### src/rtl/lat_pkg.sv
package lat_pkg;
  typedef enum logic {
    LAT_TWO = 1'b0,
    LAT_ONE = 1'b1
  } lat_e;

  function automatic int cnt_width(input int n);
    return (n < 2) ? 1 : $clog2(n + 1);
  endfunction
endpackage

### src/rtl/zero_tally.sv
module zero_tally #(
  parameter int OP_W  = 16,
  parameter int CNT_W = lat_pkg::cnt_width(OP_W)
) (
  input  logic [OP_W-1:0]  word_i,
  output logic [CNT_W-1:0] zeros_o
);
  localparam int LEVELS = (OP_W < 2) ? 0 : $clog2(OP_W);
  localparam int LEAVES = 1 << LEVELS;
  localparam int NODES  = 2 * LEAVES - 1;

  logic [CNT_W-1:0] node [NODES];

  for (genvar i = 0; i < LEAVES; i++) begin : g_leaf
    if (i < OP_W) begin : g_real
      assign node[LEAVES-1+i] = CNT_W'(~word_i[i]);
    end else begin : g_pad
      assign node[LEAVES-1+i] = '0;
    end
  end

  for (genvar k = 0; k < LEAVES - 1; k++) begin : g_sum
    assign node[k] = node[2*k+1] + node[2*k+2];
  end

  assign zeros_o = node[0];
endmodule

### src/rtl/skip_judge.sv
module skip_judge #(
  parameter int CNT_W = 5,
  parameter int SKIP  = 7
) (
  input  logic [CNT_W-1:0] zeros_i,
  output logic             fast_o
);
  assign fast_o = (zeros_i >= CNT_W'(SKIP));
endmodule

### src/rtl/age_watch.sv
module age_watch #(
  parameter int WINDOW    = 256,
  parameter int ERR_LIMIT = 8
) (
  input  logic clk,
  input  logic rst,
  input  logic op_valid_i,
  input  logic err_i,
  output logic aged_o
);
  localparam int OPC_W = (WINDOW < 2) ? 1 : $clog2(WINDOW);
  localparam int ERC_W = $clog2(ERR_LIMIT + 2);

  logic [OPC_W-1:0] op_cnt;
  logic [ERC_W-1:0] err_cnt;
  logic             aged_q;
  logic             win_last;
  logic             over;

  assign win_last = op_valid_i && (op_cnt == OPC_W'(WINDOW - 1));
  assign over     = err_i && (err_cnt >= ERC_W'(ERR_LIMIT));

  always_ff @(posedge clk) begin
    if (rst) begin
      op_cnt  <= '0;
      err_cnt <= '0;
      aged_q  <= 1'b0;
    end else begin
      if (win_last) op_cnt <= '0;
      else if (op_valid_i) op_cnt <= op_cnt + 1'b1;

      if (win_last) err_cnt <= '0;
      else if (err_i && err_cnt <= ERC_W'(ERR_LIMIT)) err_cnt <= err_cnt + 1'b1;

      if (over) aged_q <= 1'b1;
    end
  end

  assign aged_o = aged_q;

  AST_AGED_STICKY: assert property (@(posedge clk) disable iff (rst)
    aged_q |=> aged_q);
  AST_AGED_NEEDS_ERR: assert property (@(posedge clk) disable iff (rst)
    $rose(aged_q) |-> $past(err_i));
  AST_WIN_BOUND: assert property (@(posedge clk) disable iff (rst)
    (op_cnt <= OPC_W'(WINDOW - 1)) && (err_cnt <= ERC_W'(ERR_LIMIT + 1)));
endmodule

### src/rtl/adaptive_hold.sv
module adaptive_hold #(
  parameter int OP_W        = 16,
  parameter int SKIP_LOOSE  = 7,
  parameter int SKIP_STRICT = 8,
  parameter int WINDOW      = 256,
  parameter int ERR_LIMIT   = 8,
  parameter bit ROW_MODE    = 1'b0
) (
  input  logic            clk,
  input  logic            rst,
  input  logic            op_valid_i,
  input  logic [OP_W-1:0] mcand_i,
  input  logic [OP_W-1:0] mplier_i,
  input  logic            timing_err_i,
  output logic            one_cycle_o,
  output logic            decide_valid_o,
  output logic            aged_o
);
  import lat_pkg::*;

  localparam int CNT_W = cnt_width(OP_W);
  localparam int SKIPS [2] = '{SKIP_LOOSE, SKIP_STRICT};

  initial begin
    AST_SKIP_ORDER: assert (SKIP_STRICT > SKIP_LOOSE);
  end

  logic [OP_W-1:0]  judged;
  logic [CNT_W-1:0] zeros;
  logic [1:0]       fast;
  logic             aged;
  lat_e             verdict;
  lat_e             class_q;
  logic             vld_q;

  assign judged = ROW_MODE ? mplier_i : mcand_i;

  zero_tally #(.OP_W(OP_W), .CNT_W(CNT_W)) u_tally (
    .word_i  (judged),
    .zeros_o (zeros)
  );

  for (genvar j = 0; j < 2; j++) begin : g_judge
    skip_judge #(.CNT_W(CNT_W), .SKIP(SKIPS[j])) u_judge (
      .zeros_i (zeros),
      .fast_o  (fast[j])
    );
  end

  age_watch #(.WINDOW(WINDOW), .ERR_LIMIT(ERR_LIMIT)) u_age (
    .clk        (clk),
    .rst        (rst),
    .op_valid_i (op_valid_i),
    .err_i      (timing_err_i),
    .aged_o     (aged)
  );

  assign verdict = (aged ? fast[1] : fast[0]) ? LAT_ONE : LAT_TWO;

  always_ff @(posedge clk) begin
    if (rst) begin
      class_q <= LAT_TWO;
      vld_q   <= 1'b0;
    end else begin
      vld_q <= op_valid_i;
      if (op_valid_i) class_q <= verdict;
    end
  end

  assign one_cycle_o    = (class_q == LAT_ONE);
  assign decide_valid_o = vld_q;
  assign aged_o         = aged;

  AST_VALID_FOLLOWS: assert property (@(posedge clk) disable iff (rst)
    op_valid_i |=> decide_valid_o);
  AST_IDLE_NO_VALID: assert property (@(posedge clk) disable iff (rst)
    !op_valid_i |=> !decide_valid_o);
  AST_IDLE_HOLD: assert property (@(posedge clk) disable iff (rst)
    !op_valid_i |=> $stable(one_cycle_o));
  AST_FEW_ZEROS_SLOW: assert property (@(posedge clk) disable iff (rst)
    (op_valid_i && zeros < CNT_W'(SKIP_LOOSE)) |=> !one_cycle_o);
  AST_MANY_ZEROS_FAST: assert property (@(posedge clk) disable iff (rst)
    (op_valid_i && zeros >= CNT_W'(SKIP_STRICT)) |=> one_cycle_o);
endmodule

### config.mk
export PLATFORM = sky130hd
export DESIGN_NAME = adaptive_hold
export DESIGN_NICKNAME = d
export VERILOG_FILES = /design/src/rtl/lat_pkg.sv /design/src/rtl/zero_tally.sv /design/src/rtl/skip_judge.sv /design/src/rtl/age_watch.sv /design/src/rtl/adaptive_hold.sv
export SDC_FILE = /design/constraint.sdc
export NUM_CORES = 1
export LEC_CHECK = 0
export BUFFER_PORTS_ARGS = -buffer_cell sky130_fd_sc_hd__buf_2
export CAP_MARGIN = 5
export CORE_ASPECT_RATIO = 1.25
export CORE_UTILIZATION = 45
export DETAILED_ROUTE_END_ITERATION = 16
export PLACE_DENSITY_LB_ADDON = 0.2
export SLEW_MARGIN = 20
export SYNTH_ARGS = -nofsm -noshare
export SYNTH_HDL_FRONTEND = slang
export SYNTH_SLANG_ARGS = --single-unit
### constraint.sdc
create_clock -name clk -period 11.69 [get_ports clk]
set_clock_uncertainty 0.15 [all_clocks]
set_input_delay 2.9225 -clock clk [delete_from_list [all_inputs] [get_ports clk]]
set_output_delay 2.9225 -clock clk [all_outputs]
set_load 0.02 [all_outputs]
Word level (Yosys, flattened, before mapping) --
Cells that the tools add are included.
Word-level totals: bits in registers 15, bits of input ports 36, output and inout bits 3, logic and storage cells 49
Operators by class: multiplexer cells 2, $add $sub $neg 17, magnitude comparators 4, bitwise logic cells 16, reductions and logical operators 4, equality and inequality tests 1
Operator list (number):
- $not A1 Y5 | 16
- $add A5 B5 Y5 | 15
- $add A8 B1 Y8 const B | 1
- $eq A8 B8 Y1 const B | 1
- $ge A5 B3 Y1 const B | 1
- $ge A5 B4 Y1 const B | 1
- $add A4 B1 Y4 const B | 1
- $ge A4 B4 Y1 const B | 1
- $le A4 B4 Y1 const B | 1
- $logic_and A1 B1 Y1 | 3
- $mux W1 | 2
- $reduce_or A2 Y1 | 1

Logic depth before layout (Yosys ltp) --
word-level depth 8, depth in mapped cells 12, mapped depth without buffers 12

By module --
From an unflattened synthesis, not the netlist that was laid out.
Second synthesis, totals: cells, all modules 106, area total of the unflattened synthesis 1037.2 sq um
Modules (own cells, without submodules):
- age_watch | seq. area each 260.2 sq um, area an instance 574.3 sq um, cells an instance 60, times used 1
- zero_tally | seq. area each 0.0 sq um, area an instance 374.1 sq um, cells an instance 38, times used 1
- adaptive_hold | seq. area each 40.0 sq um, area an instance 72.6 sq um, cells an instance 6, times used 1
- skip_judge at g_judge[0].u_judge | seq. area each 0.0 sq um, area an instance 10.0 sq um, cells an instance 1, times used 1
- skip_judge at g_judge[1].u_judge | seq. area each 0.0 sq um, area an instance 6.3 sq um, cells an instance 1, times used 1

Worst setup path before layout --
Ideal clock, no wire load.
path kind in2reg, from in mcand_i[14], to reg class_q, in the netlist one_cycle_o, path slack 5.389 ns, library setup time 0.091 ns, cell stages on the path 11, data required time 11.449 ns, arrival 6.061 ns, buffers on the path 0, path through fa_1 inv_1 fa_1 fa_1 fa_1 ha_1 fa_1 xnor2_1 nor3_1 nor2_1 a311oi_1
Between the ends: longest elaborated chain between the ends 8, elaborated cells on any way between the ends 9, classes of those cells add/sub (4); order compare (2); mux (2); bitwise (1)
RTL lines:
- from (decl) | RTL line adaptive_hold.sv:12 | input logic [OP_W-1:0] mcand_i,
- $not A1 Y5 * | RTL line zero_tally.sv:16 | assign node[LEAVES-1+i] = CNT_W'(~word_i[i]);
- $add A5 B5 Y5 * (4 in a row) | RTL line zero_tally.sv:23 | assign node[k] = node[2*k+1] + node[2*k+2];
- $ge A5 B3 Y1 or $ge A5 B4 Y1 (tied branches) | RTL line skip_judge.sv:8 | assign fast_o = (zeros_i >= CNT_W'(SKIP));
- $mux W1 * (2 in a row) | RTL line adaptive_hold.sv:58 | assign verdict = (aged ? fast[1] : fast[0]) ? LAT_ONE : LAT_TWO;
- to (signal assigned) | RTL line adaptive_hold.sv:66 | if (op_valid_i) class_q <= verdict;
- to (decl) | RTL line adaptive_hold.sv:33 | lat_e class_q;
Mark *: on every way between the ends. The rest lies on a longest branch, timed or not. A chain may end at the register's enable or synchronous reset.

Final worst setup path --
Same ends and word-level chain as after synthesis.

==> flow_metrics.py <==
metrics = {
    "outcome": {
        "status": "complete, no violations",
    },
    "worst_setup_path": {
        "worstSetupPathType": "in -> reg",
        "end_kind": "register",
        "worstPathRequired_ns": 11.74,
        "start_kind": "primary input",
        "worst-path-max-fanout": 2,
        "rrSetupSlack_ns": 10.06,
        "crit_arrival_ns": 6.32,
    },
    "timing": {
        "finalHoldViolCount": 0,
        "min_period_ns": 6.26,
        "maxSlewViolCount": 0,
        "timing.final.crit_share": 0.536,
        "rsz0062_at_grt": "false",
        "tightest_slew_ns": 0.565,
        "slew_headroom": 0.623,
        "holdWs_ns": 0.335,
        "setup_viol": 0,
        "setup_tns_ns": 0,
        "fmax_ghz": 0.160,
    },
    "global_route": {
        "antenna_found_initial": 0,
        "grt.total_usage": 0.161,
        "grt_pass1_vias": 788,
        "grt_max_degree": 10,
        "gr-total-overflow": 0,
        "grt_pass1_wl_um": 3050,
    },
    "placement": {
        "dpl_cell_area_mm2": 0.00115,
        "dp_cells": 158,
        "port_buffers": 22,
        "post-dp-hpwl_um": 1460,
        "gp_congestion": 0.815,
    },
    "logic_synthesis": {
        "netlist_instances": 109,
        "synth-async-reset-ratio": 0,
        "yosys_warnings": 0,
        "synth-edff-count": 0,
        "syn_avg_cell_area_um2": 9.41,
        "syn_nets": 163,
        "ys.flop_type": "dfxtp_1",
        "ys_seq_area_frac": 0.293,
        "syn_area_mm2": 0.00103,
        "synth-seq-cells": 15,
        "yosysUniqueCellTypes": 30,
    },
    "route": {
        "wire_per_inst_um": 10.5,
        "first_pass_iters": 2,
        "drc": 0,
        "ant_nets": 0,
        "viasPerCell": 4.70,
        "vias": 761,
        "drtIter0Drc": 2,
        "routed_wl_um": 1710,
    },
    "cells_and_area": {
        "fillers": 197,
        "fin_util": 0.571,
        "antenna_cells": 0,
        "layout_commonest_cell": "buf_2",
        "area_delta_synth_final_pct": 15.2,
        "drive_gt1_frac": 0.212,
        "fin_cells": 162,
        "fin_area_mm2": 0.00118,
        "final_net_count": 187,
        "layout_common_cells": "22 x buf_2, 19 x inv_1, 15 x dfxtp_1",
    },
    "clocking": {
        "htree_num_levels": 1,
        "cts-resized-gates": 0,
        "cts_sinks": 15,
        "postCtsHoldBufs": 0,
        "insertion_delay_ns": 0.28,
        "cts_root_buf": "clkbuf_4",
        "cts_buffer_depth": 2,
        "cts_tree": "done",
        "cts_setup_buffers": 0,
        "clkTransAtPathRegs_ns": 0.09,
        "cts_buffers": 3,
    },
    "floorplan": {
        "start_util": 0.495,
        "io_pins": 39,
        "fp.dieArea_mm2": 0.00248,
        "fp.coreArea_mm2": 0.00207,
        "die_width_um": 44.7,
        "die_y_um": 55.4,
        "num_rows": 18,
    },
    "job": {
        "max_cap_violations": 0,
    },
    "power": {
        "ir_drop_mv": 0.0714,
        "pwr_density_cell_mw_per_mm2": 135,
        "cellLeakagePower_nw": 0.559,
    },
    "min_path": {
        "min_path_type": "reg -> reg",
    },
}
## cells in the mapped netlist (all sizes together), types with 3 or more instances
master   n  area share
nand2    3       0.011
a21oi    5       0.024
dfxtp   15        0.29
nor2    12       0.044
ha       8       0.098
fa      10        0.20
xor2     3       0.026
nand3    3       0.020
xnor2    4       0.034
inv     19       0.070
## final timing paths
check / startpoint / cells past startpoint / to
setup / recovery: mcand_i[14] / 12 / one_cycle_o
hold / removal: one_cycle_o / 2 / one_cycle_o
setup reg to reg: u_age.op_cnt[0] / 4 / u_age.err_cnt[2]
hold reg to reg: one_cycle_o / 2 / one_cycle_o
## flip-flops by register name, indices dropped and copies added (netlist names)
register        count
decide_valid_o      1
one_cycle_o         1
u_age.aged_o        1
u_age.err_cnt       4
u_age.op_cnt        8
## through the flow
step	power (mW)	setup WS [ns]
final	0.160	5.43
after global routing	0.177	5.26
after global placement	0.129	5.17
after floorplan	0.115	5.39
after detailed placement	0.133	5.11
after CTS	0.163	5.42
## worst max-delay path, stage by stage
cell      delay [ns]
buf_2           0.11
fa_1            0.52
inv_1           0.05
fa_1            0.50
fa_1            0.56
fa_1            0.43
ha_1            0.22
fa_1            0.40
xnor2_1         0.14
nor3_1          0.17
nor2_1          0.06
a311oi_1        0.24
## cell type report
type / count / area, um^2 / share of cell area
clock buffers: 3 / 22.5 / 0.0190
clock inverters: 1 / 5.00 / 0.00423
inverters: 19 / 71.3 / 0.0603
multi-input cells: 72 / 636 / 0.538
flip-flops and latches: 15 / 300 / 0.254
well taps: 30 / 37.5 / 0.0317
repair buffers: 22 / 110 / 0.0931
## layer usage
| metal | track usage | up-vias | part of all wire |
|---|---|---|---|
| met1 | 0.180 | 343 | 0.44 |
| met5 | 0 | - | 0 |
| met2 | 0.292 | 18 | 0.52 |
| met4 | 0.0216 | 0 | 0.0041 |
| met3 | 0.0556 | 2 | 0.039 |
| li1 | - | 398 | - |
## where the power goes
group | switching (mW) | leakage (nW) | internal (mW)
clock | 0.0164 | 0.0177 | 0.0127
sequential | 0.00211 | 0.122 | 0.0538
combinational | 0.0392 | 0.419 | 0.0356
total | 0.0578 | 0.559 | 0.102
## logic make-up (layout without fill, tap and decap cells)
logic type	count (synthesis)	in the layout	share of synthesized area
simple gates	31	31	0.161
buf+inv	22	45	0.0878
compound gates	14	14	0.0866
mux	2	2	0.0195
fa+ha+maj	18	18	0.293
flops	15	15	0.293
xor+xnor	7	7	0.0598
Power figures use the tool's default switching activity.
